$ cat src/rtl/lcd_scan_pkg.sv
package lcd_scan_pkg;

  localparam int COM_LINES = 4;
  localparam int COM_IDX_W = $clog2(COM_LINES);
  localparam int PH_W      = COM_IDX_W + 1;

  typedef enum logic {
    SRC_TMR_EDGE = 1'b0,
    SRC_PRESCALE = 1'b1
  } src_sel_e;

  // Phases per frame for a duty code: 00 -> 2, 01 -> 3, 1x -> 4
  function automatic logic [PH_W-1:0] duty_phases(input logic [1:0] code);
    case (code)
      2'b00:   duty_phases = PH_W'(2);
      2'b01:   duty_phases = PH_W'(3);
      default: duty_phases = PH_W'(4);
    endcase
  endfunction

endpackage

$ cat src/rtl/lcd_src_gate.sv
module lcd_src_gate
  import lcd_scan_pkg::*;
(
  input  logic clk,
  input  logic rst,
  input  logic run_en,
  input  logic src_sel,
  input  logic pre_tick,
  input  logic tmr_bit,
  output logic cnt_evt
);

  logic tmr_q;
  logic tmr_rise;
  logic raw_evt;

  assign tmr_rise = tmr_bit & ~tmr_q;

  always_comb begin
    if (src_sel_e'(src_sel) == SRC_PRESCALE) raw_evt = pre_tick;
    else                                     raw_evt = tmr_rise;
  end

  always_ff @(posedge clk) begin
    if (rst) begin
      tmr_q   <= 1'b0;
      cnt_evt <= 1'b0;
    end else begin
      tmr_q   <= tmr_bit;
      cnt_evt <= run_en & raw_evt;
    end
  end

endmodule

$ cat src/rtl/lcd_reload_timer.sv
module lcd_reload_timer #(
  parameter int CNT_W = 4
) (
  input  logic             clk,
  input  logic             rst,
  input  logic             run_en,
  input  logic             wr,
  input  logic [CNT_W-1:0] wr_data,
  input  logic             cnt_evt,
  output logic             uflow
);

  localparam logic [CNT_W-1:0] ZERO = '0;

  logic [CNT_W-1:0] reload_q;
  logic [CNT_W-1:0] cnt_q;

  always_ff @(posedge clk) begin
    if (rst) begin
      reload_q <= '0;
      cnt_q    <= '0;
      uflow    <= 1'b0;
    end else begin
      uflow <= 1'b0;
      if (wr) begin
        reload_q <= wr_data;
        cnt_q    <= wr_data;
      end else if (!run_en) begin
        cnt_q <= reload_q;
      end else if (cnt_evt) begin
        if (cnt_q == ZERO) begin
          cnt_q <= reload_q;
          uflow <= 1'b1;
        end else begin
          cnt_q <= cnt_q - 1'b1;
        end
      end
    end
  end

endmodule

$ cat src/rtl/lcd_half_div.sv
module lcd_half_div (
  input  logic clk,
  input  logic rst,
  input  logic clr,
  input  logic uflow,
  output logic lcd_clk,
  output logic lcd_tick
);

  always_ff @(posedge clk) begin
    if (rst || clr) begin
      lcd_clk  <= 1'b0;
      lcd_tick <= 1'b0;
    end else begin
      lcd_tick <= uflow & ~lcd_clk;
      if (uflow) lcd_clk <= ~lcd_clk;
    end
  end

endmodule

$ cat src/rtl/lcd_com_scan.sv
module lcd_com_scan
  import lcd_scan_pkg::*;
(
  input  logic                 clk,
  input  logic                 rst,
  input  logic                 tick,
  input  logic [1:0]           duty_sel,
  output logic [COM_IDX_W-1:0] com_idx,
  output logic [COM_LINES-1:0] com_active,
  output logic                 frame_start
);

  localparam logic [COM_LINES-1:0] FIRST_LINE = COM_LINES'(1);

  logic [1:0]           duty_q;
  logic [PH_W-1:0]      last_ph;
  logic                 at_last;
  logic [COM_IDX_W-1:0] idx_inc;

  assign last_ph = duty_phases(duty_q) - PH_W'(1);
  assign at_last = ({1'b0, com_idx} == last_ph);
  assign idx_inc = com_idx + 1'b1;

  always_ff @(posedge clk) begin
    if (rst) begin
      duty_q      <= 2'b00;
      com_idx     <= '0;
      com_active  <= FIRST_LINE;
      frame_start <= 1'b0;
    end else begin
      frame_start <= 1'b0;
      if (duty_sel != duty_q) begin
        duty_q     <= duty_sel;
        com_idx    <= '0;
        com_active <= FIRST_LINE;
      end else if (tick) begin
        if (at_last) begin
          com_idx     <= '0;
          com_active  <= FIRST_LINE;
          frame_start <= 1'b1;
        end else begin
          com_idx    <= idx_inc;
          com_active <= FIRST_LINE << idx_inc;
        end
      end
    end
  end

endmodule

$ cat src/rtl/lcd_scan_clkgen.sv
module lcd_scan_clkgen
  import lcd_scan_pkg::*;
#(
  parameter int CNT_W = 4
) (
  input  logic                 clk,
  input  logic                 rst,
  input  logic                 src_sel,
  input  logic                 run_en,
  input  logic                 pre_tick,
  input  logic                 tmr_bit,
  input  logic                 reload_wr,
  input  logic [CNT_W-1:0]     reload_data,
  input  logic [1:0]           duty_sel,
  output logic                 lcd_clk,
  output logic                 lcd_tick,
  output logic [COM_IDX_W-1:0] com_idx,
  output logic [COM_LINES-1:0] com_active,
  output logic                 frame_start
);

  logic cnt_evt;
  logic uflow;
  logic div_clr;

  assign div_clr = ~run_en | reload_wr;

  lcd_src_gate u_src (
    .clk      (clk),
    .rst      (rst),
    .run_en   (run_en),
    .src_sel  (src_sel),
    .pre_tick (pre_tick),
    .tmr_bit  (tmr_bit),
    .cnt_evt  (cnt_evt)
  );

  lcd_reload_timer #(.CNT_W(CNT_W)) u_tmr (
    .clk     (clk),
    .rst     (rst),
    .run_en  (run_en),
    .wr      (reload_wr),
    .wr_data (reload_data),
    .cnt_evt (cnt_evt),
    .uflow   (uflow)
  );

  lcd_half_div u_half (
    .clk      (clk),
    .rst      (rst),
    .clr      (div_clr),
    .uflow    (uflow),
    .lcd_clk  (lcd_clk),
    .lcd_tick (lcd_tick)
  );

  lcd_com_scan u_scan (
    .clk         (clk),
    .rst         (rst),
    .tick        (lcd_tick),
    .duty_sel    (duty_sel),
    .com_idx     (com_idx),
    .com_active  (com_active),
    .frame_start (frame_start)
  );

endmodule

$ cat config.mk
export PLATFORM = sky130hd
export DESIGN_NAME = lcd_scan_clkgen
export DESIGN_NICKNAME = d
export VERILOG_FILES = /design/src/rtl/lcd_scan_pkg.sv /design/src/rtl/lcd_src_gate.sv /design/src/rtl/lcd_reload_timer.sv /design/src/rtl/lcd_half_div.sv /design/src/rtl/lcd_com_scan.sv /design/src/rtl/lcd_scan_clkgen.sv
export SDC_FILE = /design/constraint.sdc
export NUM_CORES = 1
export LEC_CHECK = 0
export BUFFER_PORTS_ARGS = -buffer_cell sky130_fd_sc_hd__buf_2
export CAP_MARGIN = 5
export CORE_UTILIZATION = 55
export CTS_CLUSTER_DIAMETER = 80
export DETAILED_ROUTE_END_ITERATION = 16
export PLACE_DENSITY = 0.87
export SYNTH_ARGS = -nofsm -noshare
export SYNTH_HDL_FRONTEND = slang
export SYNTH_SLANG_ARGS = --single-unit
export TNS_END_PERCENT = 30
$ cat constraint.sdc
create_clock -name clk -period 4.64 [get_ports clk]
set_clock_uncertainty 0.15 [all_clocks]
set_input_delay 1.16 -clock clk [delete_from_list [all_inputs] [get_ports clk]]
set_output_delay 1.16 -clock clk [all_outputs]
set_load 0.02 [all_outputs]
==> impl.org, run 1 <==
** Worst setup path
- Kind of cell with the highest combined delay on the critical path :: flip-flops
- Of all nets on the critical path, the largest fanout is 8.
- Path depth of the worst reg2reg path :: 5
- Required arrival time at the worst endpoint :: 3.33 ns
- The worst setup path is captured at a primary output.
- The worst setup path is launched from a flip-flop.
- The largest individual stage delay along the critical path comes from the cell dfxtp_1.
- The critical path goes through buf_2.
- Reg-to-reg slack, setup :: 2.78 ns
- Critical setup path kind :: reg -> out
- CP arrival :: between 1 and 1.5 ns
- The number of buffers and inverters on the critical path is 1.
- On the worst path, the slowest cell contributes a delay of 0.57 ns.
- The startpoint identified for the worst register-to-register timing path is u_tmr.cnt_q[0].
- Capture point of the worst reg-to-reg path :: u_tmr.cnt_q[0]

** Die
- Vert. Die Dim :: 44.7 um
- The floorplan step defined a core boundary enclosing 0.00171 sq mm.
- For this design the top-level I/O count stands at 22.
- Die extent in x :: 44.7 um
- Die outline area :: 0.00200 sq mm
- The initial utilization of the core area, before any placement, comes to 0.587.
- Row count :: 15

** Clocking
- Clock H-tree levels :: 1
- In this run the deepest clock path goes through 2 buffers.
- Root cell of the clock tree :: clkbuf_4
- TritonCTS clock tree :: done
- TritonCTS Buffers :: 3
- Hold repair after CTS inserted 0 buffers.
- The clock drives 22 sinks.
- After clock tree synthesis, the clock-pin slew on the worst setup and hold paths is 0.11 ns.
- The later pin in the worst-skew pair is clocked with a latency of 0.30 ns.
- Post-CTS repair changed the size of 0 cells.
- Number of setup buffers added after CTS :: 0

** GRT
- The total overflow left after global routing is 0.
- Antenna violations before repair :: 0
- The first global-routing pass estimated 2930 um of wire.
- Entering global routing, the biggest net connects 15 pins.
- For this run, the total global-route usage over all layers was measured as 0.199.
- Vias in the first global route :: 719

** Cells and area
- After filler insertion, the fill cell instance count of the layout stands at 144.
- ANT cells :: 0
- Leading cell type in the layout, fill and taps excluded :: dfxtp_1
- In the final layout, the multi-input gates occupy 522 sq um.
- After routing the design area is 0.00114 sq mm.
- In the layout the commonest cells are 22 x dfxtp_1, 21 x buf_2, 7 x a21oi_1, 6 x nand2_1, 6 x nor2_1.
- Signed area change from the synthesized netlist to the final layout :: 13.7%
- Nets :: ~140
- Across the whole layout, storage elements account for 440 sq um.
- Fraction of layout instances using a drive strength above 1 :: 0.258
- Final standard cell utilization of the core :: 0.667

** Timing
- For this run, the top clock speed supported by timing is 0.412 GHz.
- Count of pins over their slew limit :: 0
- Unrepaired setup endpoints after global routing :: false
- Slew of the pin with the lowest slew margin :: 0.390 ns
- The clock period could shrink to 2.43 ns.
- Adding up every negative setup slack in the final design gives 0 ns.
- Remaining max-slew budget at the tightest pin :: 0.740
- The number of endpoints with negative hold slack in the final report came to 0.
- Setup violations remaining at the end of the flow were counted as 0.
- In the finished design, the share of the clock period the worst path needs comes to 0.523.

** Synthesis
- Counting every instance in the synthesized netlist gives 105.
- Post-synth EDFFs :: 0
- After synthesis, the mean cell area works out to roughly 9.5 sq um.
- Synthesized area :: 0.00100 sq mm
- By area the synthesized netlist is led by dfxtp_1 44%, ha_1 6.2%, mux2i_1 5.0%, a21oi_1 3.5%, mux2_2 3.4%.
- The share of the Yosys chip area taken by registers is 0.439.
- Most instantiated flip-flop cell in the synthesis netlist :: dfxtp_1
- Share of Yosys cell area claimed by the top area cell type :: 0.439
- Counting flops with an async set or reset pin after synthesis yields a share of 0.
- During synthesis, Yosys emitted a total of 0 warnings.
- Synthesis produced a netlist with a net count of 123.
- Count of state elements after synthesis :: 22
- The biggest area contributor in the post-synthesis netlist is dfxtp_1.
- Number of library cell types mapped by synthesis :: 32

** Power and ir drop
- Leakage Power :: 0.456 nW
- Dividing total power by cell area gives a power density of 283 mW/mm^2.
- Across the VDD grid, the largest voltage drop is ~0.00019 V.

** Detailed routing
- Wires add up to 1790 um.
- Post-DRT Antenna Nets :: 0
- Using the TritonRoute via totals, the vias-per-cell ratio works out to 5.27.
- Initial DRC count :: 10
- In the routed design, unresolved DRC markers number 0.
- Total vias in the final route :: 785
- First-pass DRT Iterations :: 4
- Detailed-route wire length per cell :: 12.0 um

** Hold path
- Class of the worst hold path :: reg -> reg
- The worst hold path terminates at u_half.lcd_tick.
- The startpoint identified for the worst hold timing path is u_half.lcd_clk.
- Counting instances, the worst hold path has a depth of 1.

** Flow run
- Max-cap check violation count :: 0

** Place
- Summing all placed instances gives a cell area of roughly 0.0011 sq mm.
- Routability-driven placement finished with a final weighted congestion of 0.841.
- Buffers on Ports :: 21
- Detailed placement finished with a half-perimeter wire length of about 1300 um.

** Run status
- Result of the run :: complete, no violations
cell type report:
| type | count | area share |
|---|---|---|
| multi-input combinational | 73 | 0.458 |
| sequential | 22 | 0.386 |
| timing repair buffer | 21 | 0.0922 |
| tap | 25 | 0.0274 |
| clock buffer | 3 | 0.0198 |
| inverter | 5 | 0.0165 |
cells by family (layout without fill, tap and decap cells):
group           count (synthesis)  count (layout)  synth area share
compound gates                 18              18             0.119
xor+xnor                        5               5            0.0437
fa+ha+maj                       5               5            0.0624
buf+inv                        10              29            0.0400
flops                          22              22             0.439
mux                             8               8            0.0836
simple gates                   37              37             0.212
registers in the layout, summed over array words and instances (netlist names):
register            cells
u_half.lcd_clk          1
u_half.lcd_tick         1
u_scan.com_active       4
u_scan.com_idx          2
u_scan.duty_q           2
u_scan.frame_start      1
u_src.cnt_evt           1
u_src.tmr_q             1
u_tmr.cnt_q             4
u_tmr.reload_q          4
u_tmr.uflow             1
through the flow:
| stage | worst slack, ns | hold slack, ns | cells | total power [mW] |
|---|---|---|---|---|
| 5_1_grt | 2.17 | 0.359 | 149 | 0.338 |
| 3_5_place_dp | 2.09 | 0.314 | 146 | 0.242 |
| 2_1_floorplan | 2.26 | 0.300 | 105 | 0.231 |
| 6_report | 2.21 | 0.333 | 149 | 0.323 |
| 3_3_place_gp | 2.13 | 0.300 | 146 | 0.240 |
| 4_1_cts | 2.20 | 0.330 | 149 | 0.323 |
routing by layer:
layer | share of wire | wire [um] | vias to the layer above | track usage
met2 | 0.47 | 848 | 18 | 0.329
met1 | 0.48 | 859 | 361 | 0.245
met5 | 0 | 0 | - | 0
met3 | 0.031 | 56 | 4 | 0.0367
met4 | 0.015 | 26 | 0 | 0.103
li1 | - | - | 402 | -
power by group:
part	internal [mW]	leakage [nW]	switching (mW)	total, mW
registers	0.196	0.180	0.00610	0.202
logic	0.0191	0.262	0.0176	0.0366
clock network	0.0303	0.0138	0.0540	0.0843
Yosys cell counts, drive strengths merged, types with 3 or more instances:
library cell	number
dfxtp	22
mux2i	5
nor3	4
a21oi	7
nand2	6
or3	3
nor3b	3
nor2	6
xor2	3
ha	5
mux2	3
clkbuf	3
nand2b	3
inv	5
nor2b	4
how the worst max path moves through the flow:
stage	from	to	slack (ns)	depth (start not counted)
2_1_floorplan	duty_sel[0]	u_scan.com_active[0]	2.26	4
3_3_place_gp	duty_sel[0]	u_scan.com_active[0]	2.13	4
3_5_place_dp	duty_sel[0]	u_scan.com_active[0]	2.09	4
4_1_cts	u_half.lcd_tick	lcd_tick	2.20	1
5_1_grt	u_half.lcd_tick	lcd_tick	2.17	1
6_report	u_half.lcd_tick	lcd_tick	2.21	1
Note: power is estimated with default switching activity, not from simulation.
==> inputs of run 2 (changes only) <==
Settings changed: CORE_UTILIZATION 55 to 46, PLACE_DENSITY 0.87 to 0.78.
Clock period 4.64 ns to 2.2 ns, I/O delays scaled along.
==> run 2 against run 1 <==
  * Sequential cell count did not move
  * Critical path depth rose by 4
  * Routed wire length fell by 0.67%
  * Sequential share of layout area fell by 0.79 points
  * Via count rose by 0.38%
  * Critical path type is now reg -> reg
  * Highest routed layer is now met3
==> impl.org, run 2 (synthesized netlist as in run 1, its figures left out) <==
** Run status
- Result of the run :: complete, no violations

** GRT
- Summed over all layers, the global routing overflow is 0.
- Entering global routing, the biggest net connects 15 pins.
- The number of antenna violations at the first check in global routing came to 0.
- The via count of the first global-routing pass was 765.
- For this run, the total global-route usage over all layers was measured as 0.169.
- First-pass GRT wire length :: 3110 um

** Clocking
- The clock passes through at most 2 buffers.
- TritonCTS clock tree :: done
- Hold buffer count at cts :: 0
- In this run the number of H-tree levels came out at 1.
- In this run, CTS created clock tree buffers numbering 3.
- Skew-Pair Late Insertion Delay :: 0.30 ns
- Number of setup buffers added after CTS :: 0
- Gates resized during post-CTS repair numbered 0.
- CTS saw 22 sinks.
- Worst-path clk slew :: 0.11 ns
- The tree is rooted in a clkbuf_4.

** Cells and area
- In the final layout, the share of cells above drive strength 1 is 0.270.
- ANT cells :: 0
- Summing all flip-flop and latch instances after layout gives about 440 sq um.
- Fill cells :: approximately 180
- The library cell used most frequently in the layout, excluding fill and tap cells, is dfxtp_1.
- In the final design database the tool counted around 150 nets.
- Compared with the post-synthesis result, the final layout area differs by 16.1%.
- Top flop regs :: u_scan.com_active x4, u_tmr.cnt_q x4, u_tmr.reload_q x4
- Most frequent cells in the layout :: 22 x dfxtp_1, 21 x buf_2, 7 x a21oi_1, 6 x nand2_1, 6 x nor2_1
- In the final layout, the multi-input gates occupy 522 sq um.

** Die
- Row count :: 16
- The floorplan step set the die height to 48.7 um.
- Die extent in x :: 48.7 um
- After floorplanning, the core was sized to cover 0.00200 sq mm.
- Effective utilization at floorplan :: 0.501
- 22 I/O pins were placed.
- The floorplan step defined a die boundary enclosing about 0.0024 sq mm.

** Detailed routing
- First-pass DRT Iterations :: 4
- DRC violations left :: 0
- The count of nets left with antenna violations once routing finished came out at 0.
- Detailed-route wire length per cell :: 11.6 um
- Post-Route WL :: ~1800 um
- Initial DRC count :: 18
- Summing over every cut layer, the via total after detailed routing is 788.
- In the routed layout, each cell is associated on average with a via count of 5.15.

** Timing
- Of the available clock period, the critical path in the final layout requires 0.883.
- Setup TNS after final layout :: 0 ns
- Highest attainable clock frequency :: 0.515 GHz
- Remaining max-slew budget at the tightest pin :: 0.717
- Number of failing hold endpoints at the final stage :: 0
- Slew of the pin with the lowest slew margin :: 0.420 ns
- Setup repair after global routing left no endpoint under its margin.
- Post-layout minimum cycle time :: 1.94 ns
- After layout, the worst setup slack is between 0.2 and 0.3 ns.
- Count of pins over their slew limit :: 0
- Hold is met by ~0.32 ns.
- Setup violations remaining at the end of the flow were counted as 0.

** Worst setup path
- Type of element launching the critical path :: flip-flop
- Reg-to-reg critical path startpoint :: u_tmr.cnt_q[0]
- The endpoint identified for the worst register-to-register timing path is u_tmr.cnt_q[0].
- Counting cells, the worst reg-to-reg path comes to 5.
- On the worst path, the slowest cell contributes a delay of 0.41 ns.
- Slowest stage cell, crit path :: dfxtp_1
- For the worst setup path, the data required time is 2.26 ns.
- The worst setup path is of the reg -> reg kind.
- CP arrival :: between 2 and 2.5 ns
- Across all register-to-register paths, the minimum setup slack is around 0.26 ns.
- Type of destination of the critical path :: flip-flop
- Critical-path maximum fanout :: 5
- Cells along the critical path :: inv_1 > ha_1 > a21boi_0 > mux2_2 > a311oi_1

** Hold path
- Worst hold path startpoint :: tmr_bit
- The worst hold path was traced through 2 stages.
- For hold timing, the worst endpoint is u_src.tmr_q.
- The min-delay analysis places its worst path in the category in -> reg.

** Place
- Final estimated routing congestion in global placement :: 0.782
- At the placement stage, the worst setup path has a slack of 0.267 ns.
- Detailed Place HPWL :: 1330 um
- Port buffering added 21 buffers.

** Power and ir drop
- The completed layout was analyzed and its total power is 0.719 mW.
- Power per cell area :: 618 mW/mm^2
- Leakage Power :: between 0.4 and 0.5 nW
- Worst IR drop on VDD :: 0.000427 V

** Flow run
- The tool flagged a number of max-cap violations equal to 0.
-- run 2: cell count changes in the layout (fill, tap and decap cells not counted) --
cell / previous run / this run
clkbuf_8: 0 / 1
buf_4: 0 / 1
-- run 2: report_power, final --
group | internal [mW] | total (mW) | switching (mW) | leakage, nW
Sequential | 0.412 | 0.425 | 0.0126 | 0.180
Clock | 0.101 | 0.215 | 0.114 | 0.0210
Combinational | 0.0415 | 0.0794 | 0.0379 | 0.267
-- run 2: worst max-delay path by stage --
stage                   start  slack (ns)  cells after the start                    to
3_3_place_gp      duty_sel[0]        0.30                      4  u_scan.com_active[0]
4_1_cts        u_tmr.cnt_q[0]        0.30                      5        u_tmr.cnt_q[0]
5_1_grt        u_tmr.cnt_q[0]        0.17                      5        u_tmr.cnt_q[0]
2_1_floorplan     duty_sel[0]        0.43                      4  u_scan.com_active[0]
6_report       u_tmr.cnt_q[0]        0.26                      5        u_tmr.cnt_q[0]
3_5_place_dp           run_en        0.27                      4        u_tmr.cnt_q[0]
-- run 2: per-layer routing --
layer  vias up  GRT usage  part of all wire
met1       361      0.188              0.46
met5         -          0                 0
met3         0     0.0566             0.050
met4         0     0.0588                 0
li1        406          -                 -
met2        21      0.296              0.49
-- run 2: per-stage QoR --
stage / instance area (sq um) / instances / utilization
5_1_grt: 1160 / 153 / 0.581
6_report: 1160 / 153 / 0.581
3_3_place_gp: 1130 / 149 / 0.563
2_1_floorplan: 1000 / 105 / -
4_1_cts: 1160 / 153 / 0.581
3_5_place_dp: 1130 / 149 / 0.563
-- run 2: cell type report --
type | count | area share
clock buffers | 4 | 0.0312
multi-input cells | 73 | 0.448
inverters | 5 | 0.0161
flip-flops and latches | 22 | 0.378
repair buffers | 22 | 0.0968
well taps | 27 | 0.0290
-- run 2: critical path: cells and delay by family, from the launching register on --
| kind | cells | cell delay (ns) |
|---|---|---|
| compound gates | 2 | 0.62 |
| mux | 1 | 0.38 |
| flops | 1 | 0.41 |
| buf+inv | 1 | 0.06 |
| fa+ha+maj | 1 | 0.23 |
